File: config.mk
export PLATFORM = sky130hd
export DESIGN_NAME = scs_readout_seq
export DESIGN_NICKNAME = d
export VERILOG_FILES = /design/src/rtl/scs_seq_pkg.sv /design/src/rtl/scs_pulse_engine.sv /design/src/rtl/scs_cfg_serializer.sv /design/src/rtl/scs_readout_tap.sv /design/src/rtl/scs_readout_seq.sv
export SDC_FILE = /design/constraint.sdc
export NUM_CORES = 1
export LEC_CHECK = 0
export BUFFER_PORTS_ARGS = -buffer_cell sky130_fd_sc_hd__buf_4
export CAP_MARGIN = 0
export CORE_MARGIN = 2
export CORE_UTILIZATION = 35
export CTS_BUF_LIST = sky130_fd_sc_hd__clkbuf_16
export DETAILED_ROUTE_END_ITERATION = 10
export SYNTH_ARGS = -nofsm -noshare
export SYNTH_HDL_FRONTEND = slang
export SYNTH_SLANG_ARGS = --single-unit
File: constraint.sdc
create_clock -name clk -period 2.6 [get_ports clk]
set_clock_uncertainty 0.1 [all_clocks]
set_input_delay 0.52 -clock clk [delete_from_list [all_inputs] [get_ports clk]]
set_output_delay 0.52 -clock clk [all_outputs]
set_load 0.01 [all_outputs]
File: src/rtl/scs_seq_pkg.sv
package scs_seq_pkg;
  typedef enum logic [2:0] {
    ST_INIT,
    ST_CFG0,
    ST_CFG1,
    ST_ARM,
    ST_FREEZE,
    ST_LOAD,
    ST_READ
  } seq_state_e;
endpackage

File: src/rtl/scs_pulse_engine.sv
module scs_pulse_engine #(
  parameter int CNT_W = 12,
  parameter int TIM_W = 4
) (
  input  logic             clk,
  input  logic             rst_n,
  input  logic             start_i,
  input  logic [CNT_W-1:0] count_i,
  input  logic [TIM_W-1:0] hi_i,
  input  logic [TIM_W-1:0] lo_i,
  output logic             sclk_o,
  output logic             fall_o,
  output logic             done_o
);
  logic             active_q, sclk_q;
  logic [TIM_W-1:0] ph_q;
  logic [CNT_W-1:0] left_q;
  logic [TIM_W-1:0] hi_eff, lo_eff;

  assign hi_eff = (hi_i == '0) ? TIM_W'(1) : hi_i;
  assign lo_eff = (lo_i == '0) ? TIM_W'(1) : lo_i;

  always_ff @(posedge clk) begin
    if (!rst_n) begin
      active_q <= 1'b0;
      sclk_q   <= 1'b0;
      ph_q     <= '0;
      left_q   <= '0;
    end else if (start_i) begin
      active_q <= 1'b1;
      sclk_q   <= 1'b1;
      ph_q     <= hi_eff - TIM_W'(1);
      left_q   <= count_i;
    end else if (active_q) begin
      if (ph_q != '0) begin
        ph_q <= ph_q - TIM_W'(1);
      end else if (sclk_q) begin
        sclk_q <= 1'b0;
        ph_q   <= lo_eff - TIM_W'(1);
      end else if (left_q == CNT_W'(1)) begin
        active_q <= 1'b0;
      end else begin
        left_q <= left_q - CNT_W'(1);
        sclk_q <= 1'b1;
        ph_q   <= hi_eff - TIM_W'(1);
      end
    end
  end

  assign sclk_o = sclk_q;
  assign fall_o = active_q && sclk_q && (ph_q == '0);
  assign done_o = active_q && !sclk_q && (ph_q == '0) && (left_q == CNT_W'(1));

  // the last high cycle is always followed by a low cycle
  p_fall_then_low_r3: assert property (@(posedge clk) disable iff (!rst_n)
    fall_o |=> !sclk_o);
endmodule

File: src/rtl/scs_cfg_serializer.sv
module scs_cfg_serializer #(
  parameter int REG_W = 8
) (
  input  logic             clk,
  input  logic             rst_n,
  input  logic             load_i,
  input  logic [REG_W-1:0] word_i,
  input  logic             shift_i,
  output logic             sdata_o
);
  logic [REG_W-1:0] sh_q;

  always_ff @(posedge clk) begin
    if (!rst_n)       sh_q <= '0;
    else if (load_i)  sh_q <= word_i;
    else if (shift_i) sh_q <= {sh_q[REG_W-2:0], 1'b0};
  end

  assign sdata_o = sh_q[REG_W-1];
endmodule

File: src/rtl/scs_readout_tap.sv
module scs_readout_tap #(
  parameter int POS_W = 10
) (
  input  logic             clk,
  input  logic             rst_n,
  input  logic             clear_i,
  input  logic             en_i,
  input  logic             sclk_i,
  input  logic             sdata_i,
  output logic [POS_W-1:0] pos_o,
  output logic             valid_o,
  output logic             adc_o
);
  localparam int BIT_W = $clog2(POS_W + 1);

  logic             sclk_d, valid_q, adc_q;
  logic [BIT_W-1:0] bits_q;
  logic [POS_W-1:0] sh_q, pos_q;
  logic             rise, fall;

  assign rise = sclk_i && !sclk_d;
  assign fall = !sclk_i && sclk_d;

  always_ff @(posedge clk) begin
    if (!rst_n) begin
      sclk_d  <= 1'b0;
      adc_q   <= 1'b0;
      valid_q <= 1'b0;
      bits_q  <= '0;
      sh_q    <= '0;
      pos_q   <= '0;
    end else begin
      sclk_d  <= sclk_i;
      adc_q   <= en_i && fall;
      valid_q <= 1'b0;
      if (clear_i) begin
        bits_q <= '0;
      end else if (en_i && rise && bits_q != BIT_W'(POS_W)) begin
        sh_q   <= {sh_q[POS_W-2:0], sdata_i};
        bits_q <= bits_q + BIT_W'(1);
        if (bits_q == BIT_W'(POS_W - 1)) begin
          pos_q   <= {sh_q[POS_W-2:0], sdata_i};
          valid_q <= 1'b1;
        end
      end
    end
  end

  assign pos_o   = pos_q;
  assign valid_o = valid_q;
  assign adc_o   = adc_q;

  p_valid_single_r7: assert property (@(posedge clk) disable iff (!rst_n)
    valid_o |=> !valid_o);
  p_adc_after_fall_r8: assert property (@(posedge clk) disable iff (!rst_n)
    adc_o |-> ($past(sclk_i, 2) && !$past(sclk_i)));
endmodule

File: src/rtl/scs_readout_seq.sv
module scs_readout_seq
  import scs_seq_pkg::*;
#(
  parameter int                ADDR_W    = 4,
  parameter int                REG_W     = 8,
  parameter int                POS_W     = 10,
  parameter int                CNT_W     = 12,
  parameter int                TIM_W     = 4,
  parameter int                LOAD_MIN  = 2,
  parameter logic [ADDR_W-1:0] ADDR_IDLE = 4'b0000,
  parameter logic [ADDR_W-1:0] ADDR_CFG  = 4'b1100,
  parameter logic [ADDR_W-1:0] ADDR_WSR  = 4'b1101,
  parameter logic [ADDR_W-1:0] ADDR_READ = 4'b1001,
  parameter logic [REG_W-1:0]  CFG_WORD  = 8'hFF,
  parameter logic [REG_W-1:0]  WSR_WORD  = 8'hFF
) (
  input  logic              clk,
  input  logic              rst_n,
  input  logic              trig_i,
  input  logic [TIM_W-1:0]  hi_cycles_i,
  input  logic [TIM_W-1:0]  lo_cycles_i,
  input  logic [TIM_W-1:0]  load_cycles_i,
  input  logic [CNT_W-1:0]  shift_count_i,
  input  logic              sdata_i,
  output logic [ADDR_W-1:0] chip_addr_o,
  output logic              run_o,
  output logic              write_o,
  output logic              stop_load_o,
  output logic              sclk_o,
  output logic              sdata_o,
  output logic              adc_conv_o,
  output logic              busy_o,
  output logic [POS_W-1:0]  stop_pos_o,
  output logic              stop_valid_o
);
  seq_state_e       state_q, state_d;
  logic [TIM_W-1:0] load_cnt_q, load_eff;
  logic [CNT_W-1:0] n_eff, eng_count;
  logic             eng_start, eng_fall, eng_done;
  logic             ser_load, ser_shift;
  logic [REG_W-1:0] ser_word;
  logic             cap_clear, in_cfg, in_read;

  assign load_eff = (load_cycles_i < TIM_W'(LOAD_MIN)) ? TIM_W'(LOAD_MIN) : load_cycles_i;
  assign n_eff    = (shift_count_i < CNT_W'(POS_W)) ? CNT_W'(POS_W) : shift_count_i;
  assign in_cfg   = (state_q == ST_CFG0) || (state_q == ST_CFG1);
  assign in_read  = (state_q == ST_READ);

  always_comb begin
    state_d   = state_q;
    eng_start = 1'b0;
    eng_count = CNT_W'(REG_W);
    ser_load  = 1'b0;
    ser_word  = CFG_WORD;
    cap_clear = 1'b0;
    case (state_q)
      ST_INIT: begin
        state_d   = ST_CFG0;
        eng_start = 1'b1;
        ser_load  = 1'b1;
      end
      ST_CFG0: if (eng_done) begin
        state_d   = ST_CFG1;
        eng_start = 1'b1;
        ser_load  = 1'b1;
        ser_word  = WSR_WORD;
      end
      ST_CFG1:   if (eng_done) state_d = ST_ARM;
      ST_ARM:    if (trig_i) state_d = ST_FREEZE;
      ST_FREEZE: state_d = ST_LOAD;
      ST_LOAD: if (load_cnt_q == '0) begin
        state_d   = ST_READ;
        eng_start = 1'b1;
        eng_count = n_eff;
        cap_clear = 1'b1;
      end
      ST_READ:   if (eng_done) state_d = ST_ARM;
      default:   state_d = ST_INIT;
    endcase
  end

  always_ff @(posedge clk) begin
    if (!rst_n) begin
      state_q    <= ST_INIT;
      load_cnt_q <= '0;
    end else begin
      state_q <= state_d;
      if (state_q == ST_FREEZE)    load_cnt_q <= load_eff - TIM_W'(1);
      else if (state_q == ST_LOAD) load_cnt_q <= load_cnt_q - TIM_W'(1);
    end
  end

  always_comb begin
    case (state_q)
      ST_CFG0: chip_addr_o = ADDR_CFG;
      ST_CFG1: chip_addr_o = ADDR_WSR;
      ST_READ: chip_addr_o = ADDR_READ;
      default: chip_addr_o = ADDR_IDLE;
    endcase
  end

  assign run_o       = (state_q == ST_ARM) || busy_o;
  assign write_o     = (state_q == ST_ARM);
  assign stop_load_o = (state_q == ST_LOAD);
  assign busy_o      = (state_q == ST_FREEZE) || (state_q == ST_LOAD) || in_read;
  assign ser_shift   = eng_fall && in_cfg;

  scs_pulse_engine #(.CNT_W(CNT_W), .TIM_W(TIM_W)) u_engine (
    .clk(clk), .rst_n(rst_n), .start_i(eng_start), .count_i(eng_count),
    .hi_i(hi_cycles_i), .lo_i(lo_cycles_i),
    .sclk_o(sclk_o), .fall_o(eng_fall), .done_o(eng_done)
  );

  scs_cfg_serializer #(.REG_W(REG_W)) u_ser (
    .clk(clk), .rst_n(rst_n), .load_i(ser_load), .word_i(ser_word),
    .shift_i(ser_shift), .sdata_o(sdata_o)
  );

  scs_readout_tap #(.POS_W(POS_W)) u_tap (
    .clk(clk), .rst_n(rst_n), .clear_i(cap_clear), .en_i(in_read),
    .sclk_i(sclk_o), .sdata_i(sdata_i),
    .pos_o(stop_pos_o), .valid_o(stop_valid_o), .adc_o(adc_conv_o)
  );

  p_addr_stable_r2: assert property (@(posedge clk) disable iff (!rst_n)
    (sclk_o && $past(sclk_o)) |-> $stable(chip_addr_o));
  p_load_after_freeze_r4: assert property (@(posedge clk) disable iff (!rst_n)
    $rose(stop_load_o) |-> (!write_o && !$past(write_o) && $past(busy_o)));
  p_load_width_r5: assert property (@(posedge clk) disable iff (!rst_n)
    $fell(stop_load_o) |-> $past(stop_load_o, 2));
  p_read_addr_r6: assert property (@(posedge clk) disable iff (!rst_n)
    (busy_o && sclk_o) |-> (chip_addr_o == ADDR_READ));
  p_busy_frozen_r9: assert property (@(posedge clk) disable iff (!rst_n)
    busy_o |-> (!write_o && run_o));
  p_no_adc_setup_r8: assert property (@(posedge clk) disable iff (!rst_n)
    in_cfg |-> !adc_conv_o);
endmodule

After elaboration in Yosys (flattened, before gate mapping)
Index checks and enable logic that the tools add are counted.
- output and inout port bits: 22
- logic and storage cells: 118
- register bits after elaboration: 59
- input port bits: 28
- reduce and logical (&&, ||, !) cells: 35
- muxes and demuxes: 41
- bitwise logic cells: 3
- $lt $le $gt $ge: 2
- equality and inequality tests: 17
- add/sub/neg operators: 7
- operators with widths (cell ; number):
    12-bit two-way mux ; 8
    4-bit two-way mux ; 10
    4-bit by 1-bit subtractor with 4-bit output, second input constant ; 5
    3-bit one-hot mux with 6 select lines ; 1
    4-bit logical NOT ; 4
    8-bit two-way mux ; 2
    1-bit two-way mux ; 13
    12-bit by 1-bit equality test with 1-bit output, second input constant ; 1
    12-bit by 4-bit < comparator with 1-bit output, second input constant ; 1
    3-bit two-way mux ; 4
    4-bit one-hot mux with 3 select lines ; 1
    12-bit by 1-bit subtractor with 12-bit output, second input constant ; 1
    1-bit logical AND ; 11
    2-bit != test, second input constant ; 5
    3-bit equality test, second input constant ; 3
    4-bit AND reduction ; 2
    3-bit by 2-bit equality test with 1-bit output, second input constant ; 2
    2-bit AND reduction ; 3
    2-bit nonzero test ; 3
    4-bit by 1-bit adder with 4-bit output, second input constant ; 1
    4-bit equality test, second input constant ; 1
    1-bit logical OR ; 4
    4-bit by 2-bit < comparator with 1-bit output, second input constant ; 1
    2-bit by 1-bit != test with 1-bit output, second input constant ; 2
    other kinds (12) ; 16

Longest topological paths before layout
- depth in word-level cells: 8
- mapped depth: 9
- mapped depth without buffers: 8

Cells and area by module
Synthesis repeated with hierarchy kept, for this count alone.
- cell total of the unflattened synthesis: 398
- area total of the unflattened synthesis: 3510.9 um2
- by module, submodules not included (module ; seq. area each (um2) ; area each (um2) ; cells each ; instances):
    scs_pulse_engine ; 360.3 ; 1282.5 ; 160 ; 1
    scs_readout_tap ; 520.5 ; 1034.7 ; 100 ; 1
    scs_readout_seq ; 140.1 ; 774.5 ; 103 ; 1
    scs_cfg_serializer ; 160.2 ; 419.2 ; 35 ; 1

Worst setup path before layout
OpenSTA, ideal clock, no wires.
- path kind: register to register
- from: register u_engine.left_q[0]
- to: register u_engine.left_q[3]
- library setup time: 133 ps
- buffers on the path: 2
- clock period less this slack: 2549 ps
- cell stages (with the launch flop): 9
- data required time: 2367 ps
- arrival: 2316 ps
- setup slack: 51 ps
- cell sequence: dfxtp_1 ha_1 or4b_1 or4_1 buf_2 o211a_4 buf_6 nor3b_2 a211oi_2
- cells in the longest elaborated chain, start to end: 6
- elaborated cells between the ends (all ways): 15
- classes of those cells: 1 x add/sub; 4 x eq/ne; 7 x mux; 3 x reduce/logical
- RTL lines (what ; line ; source):
    start, declared ; scs_pulse_engine.sv:17 ; logic [CNT_W-1:0] left_q;
    start signal, assigned ; scs_pulse_engine.sv:33 ; left_q <= count_i;
    start signal, assigned ; scs_pulse_engine.sv:43 ; left_q <= left_q - CNT_W'(1);
    12-bit by 1-bit subtractor with 12-bit output or 12-bit by 1-bit equality test with 1-bit output (tied branches) ; scs_pulse_engine.sv:43, scs_pulse_engine.sv:40, scs_pulse_engine.sv:52 ;
    12-bit two-way mux or 1-bit logical AND (tied branches) ; scs_pulse_engine.sv:40, scs_pulse_engine.sv:52 ;
    12-bit two-way mux or 1-bit two-way mux (tied branches) ; scs_pulse_engine.sv:37, scs_readout_seq.sv:62 ;
    12-bit two-way mux or 1-bit one-hot mux with 3 select lines (tied branches) ; scs_pulse_engine.sv:35, scs_readout_seq.sv:56 ;
    12-bit two-way mux, or another cell as far along ; scs_pulse_engine.sv:34 ; end else if (active_q) begin
    12-bit two-way mux or 4-bit AND reduction (tied branches) ; - ;
Parallel ways exist; a longest one is shown, timed or not. The select of a mux whose other input is x is not followed.
A chain may end at the register's enable or synchronous reset.

Worst setup path after layout
- from: register state_q[1]
- to: output run_o
- cells in the longest elaborated chain, start to end: 4
- elaborated cells between the ends (all ways): 7
- classes of those cells: 4 x eq/ne; 3 x reduce/logical
- RTL lines (what ; line ; source):
    start, declared ; scs_readout_seq.sv:36 ; seq_state_e state_q, state_d;
    start signal, assigned ; scs_readout_seq.sv:87 ; state_q <= state_d;
    3-bit equality test ; scs_readout_seq.sv:105 ; assign busy_o = (state_q == ST_FREEZE) || (state_q == ST_LOAD) || in_read;
    1-bit logical OR (2 in series) ; scs_readout_seq.sv:105 ;
    1-bit logical OR (*) ; scs_readout_seq.sv:102 ; assign run_o = (state_q == ST_ARM) || busy_o;
    end, declared ; scs_readout_seq.sv:26 ; output logic run_o,
Every way passes the cells marked *; elsewhere a longest branch is shown, timed or not.

==> qor.csv <==
metric,value,unit
clock_latency,0.33,ns
synth_fp_nets,415,
netlist_top_cells_area,"dfxtp_1, mux2i_1, ha_1, a21oi_1, o21ai_0",
first_global_vias,2942,
holdBufCountCts,0,
die_w,99.35,um
setup_tns,0,ns
cp.required,1.98,ns
synth_warnings,0,
seq_area,0.001182,mm2
drtIter0Drc,89,
dieArea,0.009869,mm2
via_per_inst,5.402,
place_congestion,0.8660,
syn_area,0.003182,mm2
synth_top_area_share,37.12,%
fin_nets,478,
crit_arrival,1.89,ns
hold_viol_final,0,
area_growth,28.55,%
cp_max_fo,7,
htree_levels,3,
final_cells,547,
internal_power,2.541,mW
post-cts-setup-buffers,0,
ys_seq_area_share,37.12,%
ys_async_sr_fraction,0,%
first_pass_iters,4,
final_layout_size_suffix_gt1_share,23.01,%
clk_path_buf_depth,2,
critPathLaunchType,register,
fp-row-count,34,
tightest_slew,0.5012,ns
cts_buffers,9,
clk_pin_slew,0.06,ns
cts_sinks,59,
dp.cells,531,
numPortBuffers,48,
drc,0,
multiInputGateArea,0.001853,mm2
grt_pass1_wl,13.77,mm
diodes,0,
final-setup-viol-count,0,
grt_overflow_total,0,
p_sw,1.466,mW
num-fill-cells,837,
ctsRootBufferMaster,clkbuf_16,
synth_top_area_cell,dfxtp_1,
drv_cap,0,
grt_max_degree,26,
totalPowerFinal,4.007,mW
hold_path.class,primary input to register,
via_count,2955,
crit_type,register to output port,
grt_setup_unrepaired,no,
fmax,399.2,MHz
ys_ff_latch,59,
antenna_found_initial,0,
synth_edf_count,0,
end_kind,output port,
synth.distinct_cells,56,
syn_inst,371,
layout_min_cycle_time,2.505,ns
slew_viol_final,0,
ir_worst_vdd,350.5,uV
clkPwrFrac,30.5,%
status,"finished, final reports clean",
synthFlopType,dfxtp_1,
synth.avg_cell_area,8.576,um2
wire_per_inst,14.85,um
start_util,36.31,%
dp_hpwl,5.818,mm
p_leak,1.755,nW
core,0.008763,mm2
relSlewSlack,66.28,%
io_pins,50,
p_seq_share,29.5,%
grt_use_total,17.29,%
combPwrFrac,40.0,%
finalCritPeriodShare,96.36,%
ant_nets,0,
die_h,99.35,um
power_density,979.7,mW/mm2
cts_tree,done,
netSwitchingFraction,36.58,%
wl,8.123,mm
==> layout make-up <==
cell class,instances,share of cell area [%]
multi-input combinational,276,45.30
sequential,59,28.91
timing repair buffer,72,13.52
clock buffer,9,5.506
tap,108,3.304
clock inverter,7,1.988
inverter,16,1.468
==> final timing paths <==
path                                                      start                       endpoint  slack (ns)  cells past startpoint
worst min-delay path                                    sdata_i     u_tap.sh_q[0]$_SDFFE_PN0P_        0.34                      3
worst max register to register  u_engine.left_q[1]$_SDFFE_PN0P_  u_engine.ph_q[0]$_SDFFE_PN0P_        0.10                      8
worst min register to register       u_ser.sh_q[0]$_SDFFE_PN0P_     u_ser.sh_q[0]$_SDFFE_PN0P_        0.37                      2
worst max-delay path                    state_q[1]$_SDFFE_PN0P_                          run_o        0.09                      5
==> routing by layer <==
layer / vias to the layer above / GRT usage (%) / part of all wire, %
li1: 1483 / - / -
met1: 1387 / 21.52 / 46
met2: 77 / 28.48 / 48
met3: 8 / 5.130 / 4.9
met4: 0 / 6.112 / 1.2
met5: - / 0 / 0
==> power groups by stage <==
| stage | Combinational (mW) | Sequential (mW) | Clock [mW] |
|---|---|---|---|
| final | 1.60 | 1.18 | 1.22 |
| after global routing | 1.78 | 1.20 | 1.29 |
| after CTS | 1.60 | 1.18 | 1.24 |
| after detailed placement | 1.59 | 1.19 | 0 |
| after global placement | 1.57 | 1.19 | 0 |
| after floorplan | 1.11 | 1.17 | 0 |
==> cell families after synthesis <==
| group | share of synthesized area (%) |
|---|---|
| adder cells (fa/ha/maj) | 6.292 |
| AND/OR/NAND/NOR | 21.08 |
| buffers and inverters | 4.797 |
| flip-flops | 37.12 |
| other | 0.1179 |
| multiplexers | 6.606 |
| AO/OA/AOI/OAI | 20.68 |
| XOR/XNOR | 3.303 |
==> synth_stat cells, types with 2 or more instances <==
cell type and count:
a211oi_1 5, a211oi_2 2, a21oi_1 33, a31oi_1 7, a41o_1 2, and2_1 6, buf_2 2, buf_4 2
clkbuf_1 15, dfxtp_1 59, ha_1 16, inv_1 15, mux2i_1 21, nand2_1 29, nand2b_1 2, nand3_1 11
nand4_1 9, nand4b_1 2, nor2_1 28, nor2b_1 3, nor3_1 9, nor4_1 7, nor4b_1 2, o211ai_1 2
o21ai_0 22, o221a_1 4, o22ai_1 5, o31a_1 3, or2_2 4, or3_1 5, or4_1 4, xnor2_1 7
xor2_1 5
==> timing repair <==
item | CTS | global route
gates resized for setup | 0 | 3
endpoints found under the setup margin | 0 | 12
hold endpoints to repair | 0 | 0
==> state kept, by name (all words and copies together), names as in the netlist <==
name and cells:
u_tap.valid_o 1, u_tap.adc_o 1, u_tap.pos_o 10, load_cnt_q 4, u_engine.active_q 1, u_engine.sclk_o 1, u_tap.sclk_d 1, state_q 3
u_engine.ph_q 4, u_tap.sh_q 9, u_engine.left_q 12, u_tap.bits_q 4, u_ser.sh_q 8
==> cell usage in the layout, fill, tap and decap left out, types with 7 or more instances in the layout <==
master / instances
buf_4: 71
nand3_1: 11
inv_1: 15
nor3_1: 9
a31oi_1: 7
nor4_1: 7
ha_1: 16
mux2i_1: 21
nand4_1: 9
clkbuf_16: 9
nor2_1: 28
dfxtp_1: 58
xnor2_1: 7
a21oi_1: 33
nand2_1: 29
o21ai_0: 22
==> critical path: stages (launching register included) <==
cell and delay, ns:
dfxtp_1 0.41, inv_1 0.11, ha_1 0.29, o31a_1 0.34, or2_2 0.27, buf_4 0.14
==> through the flow <==
| step | cell area (um2) | worst slack, ns | hold slack (ns) | util [%] |
|---|---|---|---|---|
| 2_1_floorplan | 3182 | 0.05062 | 0.3316 | - |
| 3_3_place_gp | 3777 | 0.1352 | 0.3435 | 43.10 |
| 3_5_place_dp | 3777 | 0.07845 | 0.3592 | 43.10 |
| 4_1_cts | 4084 | 0.04168 | 0.3279 | 46.60 |
| 5_1_grt | 4090 | 0.006251 | 0.3496 | 46.67 |
| 6_report | 4090 | 0.09468 | 0.3404 | 46.67 |
No activity file was read; power rests on OpenSTA's default activity.
